===== config.mk =====
export PLATFORM = sky130hd
export DESIGN_NAME = udma_rx_host
export DESIGN_NICKNAME = d
export VERILOG_FILES = /design/src/rtl/udma_rx_pkg.sv /design/src/rtl/udma_rx_sync.sv /design/src/rtl/udma_rx_fifo.sv /design/src/rtl/udma_rx_ctrl.sv /design/src/rtl/udma_rx_host.sv
export SDC_FILE = /design/constraint.sdc
export NUM_CORES = 1
export LEC_CHECK = 0
export ABC_AREA = 1
export BUFFER_PORTS_ARGS = -buffer_cell sky130_fd_sc_hd__buf_2
export CORE_UTILIZATION = 40
export CTS_CLUSTER_DIAMETER = 40
export DETAILED_ROUTE_END_ITERATION = 8
export GPL_TIMING_DRIVEN = 1
export PLACE_DENSITY = 0.63
export SLEW_MARGIN = 25
export SYNTH_ARGS = -nofsm -noshare
export SYNTH_HDL_FRONTEND = slang
export SYNTH_SLANG_ARGS = --single-unit
export TNS_END_PERCENT = 20

===== constraint.sdc =====
create_clock -name clk -period 8.4 [get_ports clk]
set_input_delay 0.42 -clock clk [delete_from_list [all_inputs] [get_ports clk]]
set_output_delay 0.42 -clock clk [all_outputs]
set_load 0.02 [all_outputs]

===== src/rtl/udma_rx_pkg.sv =====
package udma_rx_pkg;

  typedef enum logic [2:0] {
    ST_IDLE,   // no burst, acknowledge released
    ST_ACK,    // acknowledge given, envelope wait
    ST_RUN,    // data flowing
    ST_PAUSE,  // host ready withdrawn, ready-to-final-strobe wait
    ST_STOPW,  // STOP asserted, waiting for request to drop
    ST_WIND    // interlock wait before releasing acknowledge
  } burst_st_e;

  localparam int ENV_NS      = 20;
  localparam int INTLK_NS    = 20;
  localparam int RFS_SLOW_NS = 70;
  localparam int RFS_FAST_NS = 60;

  // smallest whole number of clock cycles covering ns
  function automatic int ns_to_cycles(input int ns, input int clk_ps);
    return (ns * 1000 + clk_ps - 1) / clk_ps;
  endfunction

  // modes 0 and 1 use the longer pause-to-stop interval
  function automatic logic mode_is_slow(input logic [2:0] mode);
    return mode < 3'd2;
  endfunction

endpackage


===== src/rtl/udma_rx_sync.sv =====
module udma_rx_sync #(
  parameter int DATA_W = 16
) (
  input  logic              clk,
  input  logic              rst_n,
  input  logic              strobe_i,
  input  logic [DATA_W-1:0] data_i,
  input  logic              dmarq_i,
  output logic              edge_o,
  output logic [DATA_W-1:0] word_o,
  output logic              dmarq_s_o
);
  logic [2:0]        stb_q;
  logic [DATA_W-1:0] d1_q, d2_q;
  logic [1:0]        rq_q;

  always_ff @(posedge clk or negedge rst_n) begin
    if (!rst_n) begin
      stb_q <= '0;
      d1_q  <= '0;
      d2_q  <= '0;
      rq_q  <= '0;
    end else begin
      stb_q <= {stb_q[1:0], strobe_i};
      d1_q  <= data_i;
      d2_q  <= d1_q;
      rq_q  <= {rq_q[0], dmarq_i};
    end
  end

  // data travels with the strobe so the word lines up with its edge
  assign edge_o    = stb_q[1] ^ stb_q[2];
  assign word_o    = d2_q;
  assign dmarq_s_o = rq_q[1];
endmodule


===== src/rtl/udma_rx_fifo.sv =====
module udma_rx_fifo #(
  parameter int DATA_W = 16,
  parameter int DEPTH  = 16,
  parameter int SLACK  = 4
) (
  input  logic              clk,
  input  logic              rst_n,
  input  logic              push_i,
  input  logic [DATA_W-1:0] push_data_i,
  input  logic              pop_i,
  output logic [DATA_W-1:0] pop_data_o,
  output logic              empty_o,
  output logic              tight_o
);
  localparam int AW = $clog2(DEPTH);

  logic [DATA_W-1:0] mem [DEPTH];
  logic [AW-1:0]     wr_q, rd_q;
  logic [AW:0]       level_q;
  logic              full, do_push, do_pop;

  assign full    = level_q == (AW+1)'(DEPTH);
  assign empty_o = level_q == '0;
  assign tight_o = ((AW+1)'(DEPTH) - level_q) < (AW+1)'(SLACK);
  assign do_push = push_i && !full;
  assign do_pop  = pop_i && !empty_o;
  assign pop_data_o = mem[rd_q];

  always_ff @(posedge clk) begin
    if (do_push) mem[wr_q] <= push_data_i;
  end

  always_ff @(posedge clk or negedge rst_n) begin
    if (!rst_n) begin
      wr_q    <= '0;
      rd_q    <= '0;
      level_q <= '0;
    end else begin
      if (do_push) wr_q <= (wr_q == AW'(DEPTH-1)) ? '0 : wr_q + 1'b1;
      if (do_pop)  rd_q <= (rd_q == AW'(DEPTH-1)) ? '0 : rd_q + 1'b1;
      level_q <= level_q + (AW+1)'(do_push) - (AW+1)'(do_pop);
    end
  end

  AST_NO_OVERFLOW: assert property (@(posedge clk) disable iff (!rst_n)
    push_i |-> !full);
endmodule


===== src/rtl/udma_rx_ctrl.sv =====
module udma_rx_ctrl
  import udma_rx_pkg::*;
#(
  parameter int CLK_PS = 10417
) (
  input  logic       clk,
  input  logic       rst_n,
  input  logic [2:0] mode_i,
  input  logic       enable_i,
  input  logic       stop_req_i,
  input  logic       dmarq_s_i,
  input  logic       tight_i,
  output logic       dmack_n_o,
  output logic       stop_o,
  output logic       hdmardy_n_o,
  output logic       accept_o,
  output logic       start_o
);
  localparam int ENV_CYC   = ns_to_cycles(ENV_NS, CLK_PS);
  localparam int INTLK_CYC = ns_to_cycles(INTLK_NS, CLK_PS);
  localparam int RFS_S_CYC = ns_to_cycles(RFS_SLOW_NS, CLK_PS);
  localparam int RFS_F_CYC = ns_to_cycles(RFS_FAST_NS, CLK_PS);
  localparam int CW        = $clog2(RFS_S_CYC + ENV_CYC + INTLK_CYC + 2);

  burst_st_e      st_q, st_d;
  logic [CW-1:0]  cnt_q, rfs_lim;
  logic           timed;

  assign rfs_lim = mode_is_slow(mode_i) ? CW'(RFS_S_CYC - 1) : CW'(RFS_F_CYC - 1);
  assign timed   = (st_q == ST_ACK) || (st_q == ST_PAUSE) || (st_q == ST_WIND);

  always_comb begin
    st_d = st_q;
    case (st_q)
      ST_IDLE:  if (enable_i && dmarq_s_i) st_d = ST_ACK;
      ST_ACK:   if (cnt_q == CW'(ENV_CYC - 1)) st_d = ST_RUN;
      ST_RUN:   if (!dmarq_s_i) st_d = ST_WIND;
                else if (stop_req_i) st_d = ST_PAUSE;
      ST_PAUSE: if (!dmarq_s_i) st_d = ST_WIND;
                else if (cnt_q == rfs_lim) st_d = ST_STOPW;
      ST_STOPW: if (!dmarq_s_i) st_d = ST_WIND;
      ST_WIND:  if (cnt_q == CW'(INTLK_CYC - 1)) st_d = ST_IDLE;
      default:  st_d = ST_IDLE;
    endcase
  end

  always_ff @(posedge clk or negedge rst_n) begin
    if (!rst_n) begin
      st_q  <= ST_IDLE;
      cnt_q <= '0;
    end else begin
      st_q  <= st_d;
      cnt_q <= (st_d != st_q) ? '0 : (timed ? cnt_q + 1'b1 : cnt_q);
    end
  end

  assign dmack_n_o   = st_q == ST_IDLE;
  assign stop_o      = !((st_q == ST_RUN) || (st_q == ST_PAUSE));
  assign hdmardy_n_o = !((st_q == ST_RUN) && !tight_i);
  assign accept_o    = (st_q == ST_RUN) || (st_q == ST_PAUSE) ||
                       (st_q == ST_STOPW) || (st_q == ST_WIND);
  assign start_o     = (st_q == ST_IDLE) && (st_d == ST_ACK);

  AST_READY_INSIDE_BURST: assert property (@(posedge clk) disable iff (!rst_n)
    !hdmardy_n_o |-> (!dmack_n_o && !stop_o));
  AST_STOP_AFTER_PAUSE: assert property (@(posedge clk) disable iff (!rst_n)
    ($rose(stop_o) && dmarq_s_i) |-> $past(hdmardy_n_o));
  AST_RELEASE_AFTER_INTERLOCK: assert property (@(posedge clk) disable iff (!rst_n)
    $rose(dmack_n_o) |-> ($past(stop_o) && !$past(dmarq_s_i)));
endmodule


===== src/rtl/udma_rx_host.sv =====
module udma_rx_host #(
  parameter int DATA_W    = 16,
  parameter int BUF_DEPTH = 16,
  parameter int BUF_SLACK = 4,
  parameter int CNT_W     = 16,
  parameter int CLK_PS    = 10417
) (
  input  logic              clk,
  input  logic              rst_n,
  input  logic [2:0]        mode_i,
  input  logic              burst_en_i,
  input  logic              host_stop_i,
  input  logic              dmarq_i,
  input  logic              dstrobe_i,
  input  logic [DATA_W-1:0] dd_i,
  output logic              dmack_n_o,
  output logic              stop_o,
  output logic              hdmardy_n_o,
  input  logic              rd_pop_i,
  output logic [DATA_W-1:0] rd_data_o,
  output logic              rd_empty_o,
  output logic [CNT_W-1:0]  word_cnt_o
);
  logic              stb_edge, dmarq_s, accept, burst_start, buf_tight, word_push;
  logic [DATA_W-1:0] word_in;
  logic [CNT_W-1:0]  cnt_q;

  udma_rx_sync #(.DATA_W(DATA_W)) u_sync (
    .clk(clk), .rst_n(rst_n), .strobe_i(dstrobe_i), .data_i(dd_i),
    .dmarq_i(dmarq_i), .edge_o(stb_edge), .word_o(word_in), .dmarq_s_o(dmarq_s));

  udma_rx_ctrl #(.CLK_PS(CLK_PS)) u_ctrl (
    .clk(clk), .rst_n(rst_n), .mode_i(mode_i), .enable_i(burst_en_i),
    .stop_req_i(host_stop_i), .dmarq_s_i(dmarq_s), .tight_i(buf_tight),
    .dmack_n_o(dmack_n_o), .stop_o(stop_o), .hdmardy_n_o(hdmardy_n_o),
    .accept_o(accept), .start_o(burst_start));

  assign word_push = stb_edge && accept;

  udma_rx_fifo #(.DATA_W(DATA_W), .DEPTH(BUF_DEPTH), .SLACK(BUF_SLACK)) u_buf (
    .clk(clk), .rst_n(rst_n), .push_i(word_push), .push_data_i(word_in),
    .pop_i(rd_pop_i), .pop_data_o(rd_data_o), .empty_o(rd_empty_o),
    .tight_o(buf_tight));

  always_ff @(posedge clk or negedge rst_n) begin
    if (!rst_n)           cnt_q <= '0;
    else if (burst_start) cnt_q <= '0;
    else if (word_push)   cnt_q <= cnt_q + 1'b1;
  end
  assign word_cnt_o = cnt_q;

  AST_CAPTURE_IN_BURST: assert property (@(posedge clk) disable iff (!rst_n)
    word_push |-> !dmack_n_o);
  AST_TIGHT_HOLDS_READY: assert property (@(posedge clk) disable iff (!rst_n)
    buf_tight |-> hdmardy_n_o);
endmodule


# Word-level counts from Yosys, hierarchy flattened
# Memories as Yosys holds them, arrays and structs flattened.
# Index checks and enable logic that the tools add are counted.
[totals]
ramBits = 256
reg_bits = 73
output_inout_bits = 36
inputBits = 26
n_memories = 1
elab_cells = 71
[mem_list]
columns = ["memory", "words", "word_bits", "read_ports", "rd_clocked_by_memory_dff", "wr", "line", "rtl"]
rows = [
  ["u_buf.mem", 16, 16, 1, 0, 1, "udma_rx_fifo.sv:17", "logic [DATA_W-1:0] mem [DEPTH];"],
]
[classes]
n_addsub = 7
n_mux = 18
bitwise_logic = 1
eq_ne = 12
n_lt_le_gt_ge = 2
reduce_logical = 20
[op_table]
columns = ["cell", "count"]
rows = [
  ["$mux 16", 2],
  ["$mux 3", 8],
  ["$pmux 3 s6", 1],
  ["$add 16x1->16 const B", 1],
  ["$mux 4", 4],
  ["$add 4x1->4 const B", 3],
  ["$eq 4x4->1 const B", 2],
  ["$eq 3x1->1 const B", 2],
  ["$eq 3x2->1 const B", 2],
  ["$eq 3x3->1 const B", 2],
  ["$logic_and 1x1->1", 6],
  ["$add 5x1->5", 1],
  ["$eq 5x5->1 const B", 1],
  ["$logic_not 1->1", 5],
  ["$logic_not 5->1", 1],
  ["$logic_or 1x1->1", 5],
  ["$lt 5x3->1 const B", 1],
  ["$sub 5x1->5", 1],
  ["$sub 5x5->5 const A", 1],
  ["$eq 4x1->1 const B", 1],
  ["$eq 4x4->1", 1],
  ["$reduce_bool 2->1", 2],
  ["$logic_not 3->1", 1],
  ["$lt 3x2->1 const B", 1],
  ["4 further kinds", 5],
]

# Longest topological paths before layout
[logic_depth]
depth_word = 9
depth_mapped = 13

# By module
# A second synthesis with hierarchy kept.
[unflattened]
hier_cells = 1397
area_unflattened_um2 = 14268.7
[modules_own_cells]
columns = ["mod", "n_inst", "area_per_inst_um2", "seq_area_each_um2", "cells_per_inst"]
rows = [
  ["udma_rx_fifo", 1, 11783.8, 8012.7, 1142],
  ["udma_rx_host", 1, 948.4, 400.4, 120],
  ["udma_rx_sync", 1, 944.7, 925.9, 42],
  ["udma_rx_ctrl", 1, 591.8, 175.2, 93],
]

# Least setup slack after synthesis
# OpenSTA, ideal clock, no wires.
[synth_timing]
path_kind = "flip-flop to flip-flop"
from = "reg u_buf.level_q[2]"
to = "reg u_buf.level_q[4]"
t_arrival_ns = 2.648
path_stages_with_launch = 14
required_time_ns = 8.321
setup_slack_ns = 5.673
synth_period_minus_slack_ns = 2.727
cell_sequence = "dfrtp_1 > inv_1 > ha_1 > nor3b_1 > ha_1 > nor2_1 > ha_1 > inv_1 > ha_1 > fa_1 > a21oi_1 > nor2_1 > nor2_1 > xor2_1"
[synth_between]
word_cells_on_any_way = 8
[synth_lines]
columns = ["item", "line", "rtl"]
rows = [
  ["start: declaration", "udma_rx_fifo.sv:19", "logic [AW:0] level_q;"],
  ["start signal: assignment", "udma_rx_fifo.sv:41", "level_q <= level_q + (AW+1)'(do_push) - (AW+1)'(do_pop);"],
  ["$logic_not 5->1", "udma_rx_fifo.sv:23", "assign empty_o = level_q == '0;"],
  ["named net rd_empty_o", "udma_rx_host.sv:21", "output logic rd_empty_o,"],
  ["$logic_not 1->1", "udma_rx_fifo.sv:26", "assign do_pop = pop_i && !empty_o;"],
  ["$logic_and 1x1->1", "udma_rx_fifo.sv:26", ""],
  ["named net u_buf.do_pop", "udma_rx_fifo.sv:20", "logic full, do_push, do_pop;"],
  ["$sub 5x1->5", "udma_rx_fifo.sv:41", ""],
]
# The timed path passes the listed nets, and every way through them passes these cells.
# A chain may end at the register's enable or synchronous reset.

# Worst setup path after layout
[layout_timing]
from = "reg u_buf.rd_q[1]"
to = "out rd_data_o[5]"
[layout_between]
elab_chain_cells = 1
[layout_rtl]
columns = ["item", "line", "rtl"]
rows = [
  ["start: declaration", "udma_rx_fifo.sv:18", "logic [AW-1:0] wr_q, rd_q;"],
  ["start signal: assignment", "udma_rx_fifo.sv:40", "if (do_pop) rd_q <= (rd_q == AW'(DEPTH-1)) ? '0 : rd_q + 1'b1;"],
  ["$mem_v2 16x16", "-", ""],
  ["end: declaration", "udma_rx_host.sv:20", "output logic [DATA_W-1:0] rd_data_o,"],
]
# No other way between the ends.

==> Implementation_results.wiki <==
{| class="wikitable"
! Metric !! Value
|-
| Cell repeated most along the worst path || buf_4
|-
| Maximum buffer depth of the clock tree || 3
|-
| Vias in the first global route || 8178
|-
| CTS tree || done
|-
| Worst clock skew || 0.0202 ns
|-
| Net count of the mapped netlist || 1080
|-
| Worst-case vdd ir drop || 215 uV
|-
| Floorplan die width || 183 um
|-
| Static leakage || 5.82 nW
|-
| Overall power after layout || 0.00523 W
|-
| Clock period minus worst slack || 3.78 ns
|-
| Detailed-router iteration count before antenna repair || 5
|-
| Half-perimeter wire length after placement || 16500 um
|-
| DRC || 0
|-
| Largest area contributor in the netlist || edfxtp_1
|-
| Result of the run || completed
|-
| Post-synthesis instance total || 1034
|-
| Clk root buf || clkbuf_16
|-
| Share of cells above drive strength 1 || 16.3%
|-
| Footprint of the multi-input gates || 3210 um2
|-
| Cell types with the largest area share after synthesis || edfxtp_1, dfrtp_1, o21ai_0, nor2_1, o221ai_1
|-
| Number of pins exceeding their max-slew limit in the final report || 0
|-
| Async S/R FF share, synth || 22.2%
|-
| Wirelength, routed || 30100 um
|-
| Hold Violations, Final || 0
|-
| Critical path data required time || 7.98 ns
|-
| Synthesized cell area || 13100 um2
|-
| Worst Path Arrival || 3.36 ns
|-
| Portion of synthesized cell area occupied by the leading cell type || 58.5%
|-
| Final-stage net count || 1173
|-
| Sequential share of the synthesized area || 72.4%
|-
| Post-place setup slack || 5.16 ns
|-
| Transition time of the tightest slew-check pin || 0.975 ns
|-
| Average wire per standard cell || 18.8 um
|-
| Slowest Stage Delay on Critical Path || 0.62 ns
|-
| Routed vias || 8276
|-
| Die Y-Extent || 183 um
|-
| Worst path setup slack after routing || 4.62 ns
|-
| Clock transition at the registers of the reported paths || 0.06 ns
|-
| H-tree depth || 2
|-
| Sequential cell area || 9520 um2
|-
| Final-layout worst hold slack || 0.0514 ns
|-
| Routability cong. || 0.800
|-
| Largest net degree at the start of global routing || 95
|-
| Power density cells || 334 nW/um2
|-
| Number of buffer cells added on primary ports || 60
|-
| Number of buffers added by the clock tree synthesis step || 43
|-
| Leading post-synthesis cells by instance count || edfxtp_1, nor2_1, o21ai_0
|-
| First-pass GRT wire length || 46700 um
|-
| Core outline area || 32000 um2
|-
| Post-route cell area || 15600 um2
|-
| Effective utilization at floorplan || 41.1%
|-
| Final period utilization || 45.0%
|-
| Total Die Area || 33600 um2
|-
| CP cell instances || buf_4 > inv_1 > buf_4 > o21ai_0 > o221ai_1 > o211ai_1 > nand2_1 > buf_2
|-
| Setup repair after global routing missed its margin || no
|-
| Most common cell in the netlist || edfxtp_1
|-
| Worst hold path class || input pin to flip-flop
|-
| Count of maximum capacitance violations || 0
|-
| Number of nets with antenna violations after routing || 0
|-
| Number of synthesized flops with an enable pin || 256
|-
| Most frequently used flop master after synthesis || edfxtp_1
|-
| Dpl cell area || 14000 um2
|-
| Number of distinct library cell variants in the gate-level netlist after synthesis || 34
|-
| Achievable clock frequency || 264 MHz
|-
| Number of warning messages in the yosys log || 0
|-
| Sink count of the clock tree || 329
|-
| Setup tns final || 0 ns
|-
| Insertion delay to the later sink of the worst-skew pair || 0.53 ns
|-
| # fillers || 2751
|-
| # setup viols final || 0
|-
| Antenna diode count || 0
|-
| Largest fanout on the critical path || 67
|-
| Total congestion overflow || 0
|-
| Synth Area per Inst || 12.7 um2
|-
| Number of DRC violations after detailed-routing iteration 0 || 803
|-
| Layout Area Growth over Synthesis || 19.1%
|-
| Average vias per placed instance || 5.18
|-
| Initial antenna violation count || 0
|-
| Type of element launching the critical path || flip-flop
|-
| Critical-path top delay cell || inv_1
|-
| Total global-route track usage || 18.5%
|-
| Type of the worst setup path || flip-flop to output port
|-
| Num rows || 65
|-
| Worst slew margin relative to its limit || 35.0%
|-
| Number of flip-flops and latches in the synthesized netlist || 329
|-
| I/O pin count || 62
|-
| CP endpoint kind || output port
|}
==> registers in the layout (all words and copies together) (netlist names) <==
register       flops
u_sync.d1_q       16
u_buf.level_q      5
word_cnt_o        16
u_ctrl.cnt_q       4
u_buf.mem        256
u_buf.wr_q         4
u_ctrl.st_q        3
u_buf.rd_q         4
u_sync.word_o     16
u_sync.rq_q        2
u_sync.stb_q       3
==> where the power goes <==
| part | internal [W] | switching (W) |
|---|---|---|
| logic | 0.000435 | 0.00103 |
| registers | 0.00186 | 0.0000701 |
| clock network | 0.00113 | 0.000706 |
| total | 0.00342 | 0.00181 |
==> layout by cell type, fill, tap and decap left out, types with 9 or more instances in the layout <==
| cell | instances |
|---|---|
| buf_4 | 24 |
| inv_1 | 54 |
| o211ai_1 | 11 |
| clkbuf_16 | 44 |
| o22ai_1 | 10 |
| nand2_1 | 84 |
| nand3_1 | 49 |
| ha_1 | 19 |
| edfxtp_1 | 256 |
| dfrtp_1 | 72 |
| o221ai_1 | 54 |
| xor2_1 | 17 |
| nor2_2 | 18 |
| o21ai_0 | 140 |
| buf_2 | 59 |
| nor2_1 | 155 |
| clkinv_2 | 9 |
| dlygate4sd3_1 | 18 |
==> critical path: cells and delay by family, from the launching register on <==
family | cells | cell delay (ns)
buf+inv | 4 | 1.74
flops | 1 | 0.36
compound gates | 3 | 0.51
simple gates | 1 | 0.17
==> per-layer routing <==
| metal | share of wire [%] | vias to the layer above | track usage, % |
|---|---|---|---|
| met1 | 43 | 4001 | 24.7 |
| met3 | 6.4 | 66 | 2.84 |
| met5 | 0 | - | 0 |
| met4 | 3.0 | 0 | 7.07 |
| met2 | 48 | 280 | 30.4 |
| li1 | - | 3929 | - |
==> layout make-up <==
type | count | share of cell area, %
sequential | 329 | 60.8
multi-input combinational | 591 | 20.5
clock buffer | 46 | 7.09
timing repair buffer | 102 | 4.26
tap | 435 | 3.48
clock inverter | 34 | 2.33
inverter | 60 | 1.45
==> kinds of logic (layout without fill, tap and decap cells) <==
family / count (synthesis) / count (layout) / share of synthesized area [%]
fa+ha+maj: 20 / 20 / 1.96
simple gates: 330 / 330 / 10.6
xor+xnor: 18 / 18 / 1.20
flops: 329 / 329 / 72.4
compound gates: 223 / 223 / 10.4
buf+inv: 114 / 242 / 3.38
==> final timing paths <==
check                           startpoint                 to  slack [ns]  cells after the start
max in group asynchronous            rst_n      u_buf.rd_q[0]        7.36                      2
min in group asynchronous            rst_n  u_sync.word_o[14]        0.49                      2
max reg2reg                 u_ctrl.st_q[2]  u_buf.mem[10][13]        5.37                      8
min                                dd_i[2]     u_sync.d1_q[2]        0.05                      1
max                          u_buf.rd_q[1]       rd_data_o[5]        4.62                      8
min reg2reg                u_sync.d1_q[14]  u_sync.word_o[14]        0.34                      0
==> timing repair <==
| item | 4_1_cts | 5_1_grt |
|---|---|---|
| gates resized for setup | 0 | 0 |
| hold buffers | 17 | 1 |
| endpoints found under the hold margin | 17 | 14 |
| setup buffers | 0 | 0 |
==> through the flow <==
stage / cells / utilization, %
after floorplan: 1034 / -
after global placement: 1499 / 43.8
after detailed placement: 1499 / 43.8
after CTS: 1596 / 48.9
after global routing: 1597 / 48.9
final: 1597 / 48.9
Power figures use the tool's default switching activity.
